==> src/rtl/pgc_pkg.sv <==
package pgc_pkg;
  typedef enum logic {
    PGC_ONESHOT = 1'b0,
    PGC_DIVIDE  = 1'b1
  } pgc_mode_e;
endpackage

==> src/rtl/pgc_start_sync.sv <==
module pgc_start_sync #(
  parameter int STAGES = 2
) (
  input  logic clk,
  input  logic rst_n,
  input  logic async_i,
  output logic level_o,
  output logic rise_o
);
  localparam int LAST = STAGES - 1;

  logic [STAGES-1:0] chain_q;
  logic              prev_q;

  generate
    for (genvar i = 0; i < STAGES; i++) begin : g_stage
      if (i == 0) begin : g_first
        always_ff @(posedge clk) begin
          if (!rst_n) chain_q[0] <= 1'b0;
          else        chain_q[0] <= async_i;
        end
      end else begin : g_next
        always_ff @(posedge clk) begin
          if (!rst_n) chain_q[i] <= 1'b0;
          else        chain_q[i] <= chain_q[i-1];
        end
      end
    end
  endgenerate

  always_ff @(posedge clk) begin
    if (!rst_n) prev_q <= 1'b0;
    else        prev_q <= chain_q[LAST];
  end

  assign level_o = chain_q[LAST];
  assign rise_o  = chain_q[LAST] & ~prev_q;

  // Edge indication lasts a single cycle
  assert_rise_single_R8: assert property (@(posedge clk) disable iff (!rst_n)
    rise_o |=> !rise_o);
endmodule

==> src/rtl/pgc_core.sv <==
module pgc_core
  import pgc_pkg::*;
#(
  parameter int W = 32
) (
  input  logic         clk,
  input  logic         rst_n,
  input  logic         en,
  input  logic         start_req,
  input  logic         halt_lvl,
  input  pgc_mode_e    mode,
  input  logic [W-1:0] preset,
  input  logic         tick,
  output logic         gate,
  output logic         stop,
  output logic [W-1:0] count
);
  localparam logic [W-1:0] ONE = W'(1);

  logic         run_q, gen_q, gate_q, stop_q;
  logic [W-1:0] count_q;
  logic         start_ok, fin_one, wrap, halt_gen;

  assign start_ok = en && start_req && !run_q;
  assign fin_one  = run_q && !gen_q && tick && (count_q <= ONE);
  assign wrap     = run_q && gen_q && tick && (count_q == '0);
  assign halt_gen = run_q && gen_q && halt_lvl;

  always_ff @(posedge clk) begin
    if (!rst_n) begin
      run_q   <= 1'b0;
      gen_q   <= 1'b0;
      gate_q  <= 1'b0;
      count_q <= '0;
    end else if (!en) begin
      run_q  <= 1'b0;
      gate_q <= 1'b0;
    end else if (start_ok) begin
      run_q   <= 1'b1;
      gen_q   <= (mode == PGC_DIVIDE);
      gate_q  <= (mode == PGC_ONESHOT);
      count_q <= preset;
    end else if (halt_gen) begin
      run_q <= 1'b0;
    end else if (run_q && tick) begin
      if (gen_q) begin
        count_q <= (count_q == '0) ? preset : count_q - ONE;
      end else if (count_q <= ONE) begin
        count_q <= '0;
        run_q   <= 1'b0;
        gate_q  <= 1'b0;
      end else begin
        count_q <= count_q - ONE;
      end
    end
  end

  always_ff @(posedge clk) begin
    if (!rst_n)               stop_q <= 1'b0;
    else if (!en || halt_gen) stop_q <= 1'b0;
    else if (fin_one || wrap) stop_q <= 1'b1;
    else if (tick)            stop_q <= 1'b0;
  end

  assign gate  = gate_q;
  assign stop  = stop_q;
  assign count = count_q;

  assert_gate_not_divider_R6: assert property (@(posedge clk) disable iff (!rst_n)
    (run_q && gen_q) |-> !gate_q);
  assert_step_by_one_R2: assert property (@(posedge clk) disable iff (!rst_n)
    (en && run_q && !gen_q && tick && count_q > ONE && !start_ok) |=> count_q == $past(count_q) - ONE);
  assert_hold_no_tick_R2: assert property (@(posedge clk) disable iff (!rst_n)
    (en && !tick && !start_ok) |=> $stable(count_q));
  assert_stop_one_period_R4: assert property (@(posedge clk) disable iff (!rst_n)
    (stop_q && tick && !run_q) |=> !stop_q);
  assert_disable_quiet_R7: assert property (@(posedge clk) disable iff (!rst_n)
    !en |=> (!gate_q && !stop_q));
endmodule

==> src/rtl/pgc_capture.sv <==
module pgc_capture #(
  parameter int W = 32
) (
  input  logic         clk,
  input  logic         rst_n,
  input  logic         cap,
  input  logic [W-1:0] live,
  output logic [W-1:0] held
);
  logic [W-1:0] held_q;

  always_ff @(posedge clk) begin
    if (!rst_n)   held_q <= '0;
    else if (cap) held_q <= live;
  end

  assign held = held_q;

  assert_capture_value_R10: assert property (@(posedge clk) disable iff (!rst_n)
    cap |=> held_q == $past(live));
endmodule

==> src/rtl/preset_gate_counter.sv <==
module preset_gate_counter
  import pgc_pkg::*;
#(
  parameter int W           = 32,
  parameter int SYNC_STAGES = 2
) (
  input  logic         clk,
  input  logic         rst_n,
  input  logic         enable,
  input  logic         sw_trig,
  input  logic         ext_sel,
  input  logic         start_in,
  input  logic         mode_gen,
  input  logic [W-1:0] preset,
  input  logic         tick,
  input  logic         cap_evt,
  output logic         gate_out,
  output logic         stop_out,
  output logic [W-1:0] count_out,
  output logic [W-1:0] icount_out
);
  logic      ext_lvl, ext_rise, start_req, halt_lvl;
  pgc_mode_e mode;

  pgc_start_sync #(.STAGES(SYNC_STAGES)) u_sync (
    .clk(clk), .rst_n(rst_n), .async_i(start_in),
    .level_o(ext_lvl), .rise_o(ext_rise)
  );

  assign start_req = ext_sel ? ext_rise : sw_trig;
  assign halt_lvl  = ext_sel && !ext_lvl;
  assign mode      = mode_gen ? PGC_DIVIDE : PGC_ONESHOT;

  pgc_core #(.W(W)) u_core (
    .clk(clk), .rst_n(rst_n), .en(enable), .start_req(start_req),
    .halt_lvl(halt_lvl), .mode(mode), .preset(preset), .tick(tick),
    .gate(gate_out), .stop(stop_out), .count(count_out)
  );

  pgc_capture #(.W(W)) u_cap (
    .clk(clk), .rst_n(rst_n), .cap(cap_evt), .live(count_out), .held(icount_out)
  );

  assert_reset_clear_R1: assert property (@(posedge clk)
    !rst_n |=> (!gate_out && !stop_out && count_out == '0));
endmodule

==> config.mk <==
export PLATFORM = sky130hd
export DESIGN_NAME = preset_gate_counter
export DESIGN_NICKNAME = d
export VERILOG_FILES = /design/src/rtl/pgc_pkg.sv /design/src/rtl/pgc_start_sync.sv /design/src/rtl/pgc_core.sv /design/src/rtl/pgc_capture.sv /design/src/rtl/preset_gate_counter.sv
export SDC_FILE = /design/constraint.sdc
export NUM_CORES = 1
export LEC_CHECK = 0
export BUFFER_PORTS_ARGS = -buffer_cell sky130_fd_sc_hd__clkbuf_2
export CORE_AREA = 2 2 99 101
export CTS_CLUSTER_SIZE = 25
export DETAILED_ROUTE_END_ITERATION = 8
export DIE_AREA = 0 0 101 103
export GPL_TIMING_DRIVEN = 0
export PLACE_DENSITY = 0.65
export REMOVE_ABC_BUFFERS = 1
export SYNTH_ARGS = -nofsm -noshare
export SYNTH_HDL_FRONTEND = slang
export SYNTH_SLANG_ARGS = --single-unit
==> constraint.sdc <==
create_clock -name clk -period 6.1 [get_ports clk]
set_clock_uncertainty 0.2 [all_clocks]
set_input_delay 0.61 -clock clk [delete_from_list [all_inputs] [get_ports clk]]
set_output_delay 0.61 -clock clk [all_outputs]
set_load 0.1 [all_outputs]
# After elaboration in Yosys (flattened, before gate mapping)
# Index checks and enable logic that the tools add are counted.
# totals
register_bits	71
latchBits	0
ramBits	0
romBits	0
input_bits	41
output_inout_bits	66
elab_cells	64
mem_count	0
# classes
n_addsub	1
mul	0
div_mod_pow	0
magnitude_cmp	1
n_eq_ne	3
n_shift	0
mux	17
bitwise	4
n_reduce_logical	29
# op_table
operator	count
32-bit 2-to-1 mux	6
32-bit by 1-bit less-or-equal comparator with 1-bit output, second input constant	1
32-bit zero test	1
32-bit by 1-bit subtractor with 32-bit output, second input constant	1
1-bit logical AND	11
1-bit 2-to-1 mux	11
3-bit AND reduction	2
2-bit nonzero test	3
3-bit nonzero test	2
1-bit zero test	4
2-bit AND reduction	2
4-bit AND reduction	1
3-bit != test, second input constant	1
1-bit inverter	3
1-bit logical OR	2
2-bit by 1-bit != test with 1-bit output, second input constant	1
2-bit != test, second input constant	1
2-bit OR reduction	1
1-bit bitwise AND	1

# Depth between registers and ports, before layout
# depth
depth_word	7
ltp_mapped	10
mapped_depth_nobuf	8

# Modules after synthesis
# Synthesis repeated with hierarchy kept, for this count alone.
# unflattened
cells_unflattened	414
area_unflattened_um2	3759.9
# modules_own_cells
module	n_inst	cells_per_inst	area_per_inst_um2
pgc_core	1	302	2402.3
pgc_capture	1	103	1243.7
pgc_start_sync	1	7	92.6
preset_gate_counter	1	2	21.3

# Least setup slack after synthesis
# Ideal clock, no wire load.
# synth_timing
path_type	reg-to-reg
from	register u_core.count_q[0], in the netlist u_core.count[0]
to	register u_core.count_q[28], in the netlist u_core.count[28]
setup_ps	86
arrival_ps	2713
required_ps	5814
setup_slack_ps	3101
stages_incl_launch_ff	9
path_cell_list	dfxtp_1 > inv_1 > ha_1 > nor3b_1 > nand4_1 > nor3_1 > a22o_1 > a21oi_1 > a211oi_1
# synth_between
elab_chain_cells	6
elab_cells_between_ends	9
cone_classes	1 x add/sub; 1 x order compare; 6 x mux; 1 x reduce/logical
# synth_lines
element	line_no	rtl
start: declaration	pgc_core.sv:21	logic [W-1:0] count_q;
start signal: assignment	pgc_core.sv:42	count_q <= preset;
start signal: assignment	pgc_core.sv:47	count_q <= (count_q == '0) ? preset : count_q - ONE;
start signal: assignment	pgc_core.sv:53	count_q <= count_q - ONE;
32-bit by 1-bit subtractor with 32-bit output, or another cell as far along	pgc_core.sv:47, pgc_core.sv:53	
32-bit 2-to-1 mux, on equally long branches	pgc_core.sv:48, pgc_core.sv:47	
32-bit 2-to-1 mux *	pgc_core.sv:46	if (gen_q) begin
32-bit 2-to-1 mux *	pgc_core.sv:45	end else if (run_q && tick) begin
32-bit 2-to-1 mux *	pgc_core.sv:43	end else if (halt_gen) begin
32-bit 2-to-1 mux *	pgc_core.sv:38	end else if (start_ok) begin
# Mark *: on every way between the ends. The rest lies on a longest branch, timed or not. The select of a mux whose other input is x is not followed.
# A chain may end at the register's enable or synchronous reset.

# Worst setup path in the final report
# layout_timing
from	register u_core.count_q[4], in the netlist u_core.count[4]
to	register u_core.count_q[6], in the netlist u_core.count[6]
# The elaborated chain is that of the path after synthesis.

==> flow_summary.ini <==
[synth]
synth_area_leader_cell = dfxtp_1
ys_seq_elements = 71
synth.area.top_cells = dfxtp_1 38%, mux2i_1 8.6%, nor2_1 7.3%
yosys_warnings = 0
syn_inst = 448
ys_types = 63
post_synth_instance_area_sq_mm = 0.003735
async_flop_share_pct = 0
syn_avg_cell_area_sq_um = 8.337
ys_seq_area_share_pct = 38.06
synth_top_area_share_pct = 38.06
synthFlopType = dfxtp_1
synth_edf_count = 0

[job]
drv_cap = 0

[global_routing]
grt_pass1_wl_mm = 18.06
grt_pass1_vias = 3482
grt-ovfl-total = 0
antenna_found_initial = 0
grt_max_degree = 41
track_usage_pct = 22.26

[timing]
rsz0062_at_grt = no
max_slew.worst_pin.slew_ns = 1.096
timing.fmax_ghz = 0.2661
setup_viol = 0
final_max_slew_viol_count = 0
post-route-period-util_pct = 61.62
layout_min_cycle_time_ns = 3.759
slew_headroom_pct = 26.31
hold_viol = 0
tns_ns = 0

[clock_tree]
clk_path_buf_depth = 2
cts_root_buf = clkbuf_8
cts_resized = 0
h-tree-depth = 3
post_cts_buffers = 0
clk_pin_slew_ns = 0.07
numCtsBuffers = 9
cts_tree = done
cts_sinks = 71
postCtsHoldBufs = 0
clock_latency_ns = 0.36

[die]
dieArea_sq_mm = 0.01040
row_count = 36
die_y_um = 103
core_area_sq_mm = 0.009459
chipWidth_um = 101
start_util_pct = 39.48
io-pin-count = 107

[placement]
place.port_buffers = 106
hpwl_mm = 7.878
place_congestion = 0.8309
dp.cells = 638

[route]
vias = 3832
drt-initial-drc-count = 227
wl_per_cell_um = 17.64
drt-pass1-iter-count = 4
drt_wl_total_mm = 11.54
drc = 0
vias_per_cell = 5.859
ant_nets = 0

[finish]
fin_util_pct = 47.53
n_antenna_cell = 0
drive_gt1_share_pct = 26.30
final_cells = 654
finalNetCount = 579
fillCellCount = 959
layout_commonest_cell = clkbuf_2
mostFrequentLayoutCells = 106 x clkbuf_2, 73 x nor2_1, 71 x dfxtp_1, 34 x o21ai_0, 32 x mux2i_1
syn2layout_area_growth_pct = 20.37

[power_and_ir_drop]
p_seq_share_pct = 38.7
p_switching_uw = 549.7
clkPwrFrac_pct = 26.3
p_leak_nw = 1.990
p_per_area_mw_per_mm2 = 298.3
swShare_pct = 40.99
ir_worst_vdd_v = 0.00008887
power_frac_comb_pct = 35.0
internal-power_uw = 791.2

[worst_setup_path]
cp.required_ns = 6.14
crit_path_max_fanout = 14
endpoint_kind = register
r2r_slack_ns = 2.34
critPathKind = register to register
worstRegToRegCells = 6
arrival_ns = 3.80
r2r_end = u_core.count[6]
r2r-start = u_core.count[4]
worst_setup_path_start_kind = register

[run_status]
status = finished clean

[min_path]
hp-class = register to register
holdPathEnd = u_sync.level_o
hold_depth = 1
hp-start = u_sync.chain_q[0]
registers in the layout, indices dropped and copies added (netlist names):
name	flops
u_core.gate	1
u_core.run_q	1
u_core.count	32
u_sync.chain_q	1
u_core.stop	1
u_core.gen_q	1
u_sync.level_o	1
u_cap.held	32
u_sync.prev_q	1
how the worst max path moves through the flow:
stage / startpoint / to / slack, ns / depth (start not counted)
after global routing: u_core.count[4] / u_core.count[25] / 2.10 / 6
after CTS: u_core.count[4] / u_core.count[18] / 2.36 / 6
after global placement: u_core.count[4] / u_core.count[26] / 0.12 / 6
final: u_core.count[4] / u_core.count[6] / 2.34 / 6
after detailed placement: u_core.count[4] / u_core.count[18] / 2.38 / 6
after floorplan: u_core.count[4] / u_core.count[26] / 1.59 / 6
final cells by class:
type                       count  area (sq um)  share of cell area, %
multi-input combinational    337          2145                  47.70
sequential                    71          1421                  31.62
timing repair buffer         111         588.1                  13.08
clock buffer                  15         176.4                  3.924
tap                          114         142.6                  3.173
inverter                       6         22.52                 0.5010
power groups by stage:
stage,logic (mW),registers [mW],clock network [mW]
finish,0.470,0.518,0.353
global placement,0.453,0.527,0
floorplan,0.205,0.671,0
global route,0.503,0.522,0.382
CTS,0.465,0.518,0.361
detailed placement,0.464,0.529,0
layer usage:
layer | GRT usage (%) | routed length, um | vias to the layer above
li1 | - | - | 1815
met1 | 29.14 | 5193 | 1847
met2 | 36.10 | 5357 | 152
met3 | 5.492 | 783 | 18
met4 | 7.380 | 200 | 0
met5 | 0 | 0 | -
kinds of logic after synthesis:
family	share of synthesized area, %
buf+inv	4.958
mux	8.576
xor+xnor	2.345
flops	38.06
simple gates	23.42
fa+ha+maj	0.6699
compound gates	21.98
worst max-delay path: stages (launching register included):
cell      delay (ns)
dfxtp_1         0.41
nor4_2          0.98
nand4_1         0.32
nor4_4          0.75
nor2_1          0.42
or3_1           0.41
o2111a_1        0.14
synthesized netlist by cell type, drive strengths merged, types with 2 or more instances:
| master | count |
|---|---|
| nand4 | 7 |
| o32ai | 4 |
| o211ai | 3 |
| o21ai | 36 |
| a21oi | 22 |
| o221ai | 2 |
| a22o | 4 |
| nor3b | 3 |
| nand2 | 32 |
| a31oi | 5 |
| buf | 13 |
| o2bb2ai | 2 |
| mux2i | 32 |
| xnor2 | 4 |
| or4 | 2 |
| o22ai | 4 |
| o21a | 2 |
| nor2b | 2 |
| ha | 2 |
| o31ai | 3 |
| nor4 | 13 |
| a221oi | 4 |
| and2 | 4 |
| a32o | 5 |
| o21ba | 3 |
| or3 | 5 |
| and3 | 3 |
| o31a | 2 |
| inv | 6 |
| o41ai | 4 |
| nand3 | 10 |
| a22oi | 3 |
| nor2 | 73 |
| a211oi | 3 |
| dfxtp | 71 |
| xor2 | 6 |
| nor3 | 13 |
| or2 | 4 |
| clkbuf | 21 |
through the flow:
step           hold WS, ns  worst slack (ns)  area (sq um)  total power, mW
6_report            0.2475             2.341          4496            1.341
3_3_place_gp        0.2129            0.1173          4245           0.9805
4_1_cts             0.2492             2.361          4476            1.345
3_5_place_dp        0.2252             2.375          4299           0.9933
5_1_grt             0.2665             2.102          4496            1.407
2_1_floorplan       0.2118             1.591          3572           0.8760
Note: power is estimated with default switching activity, not from simulation.
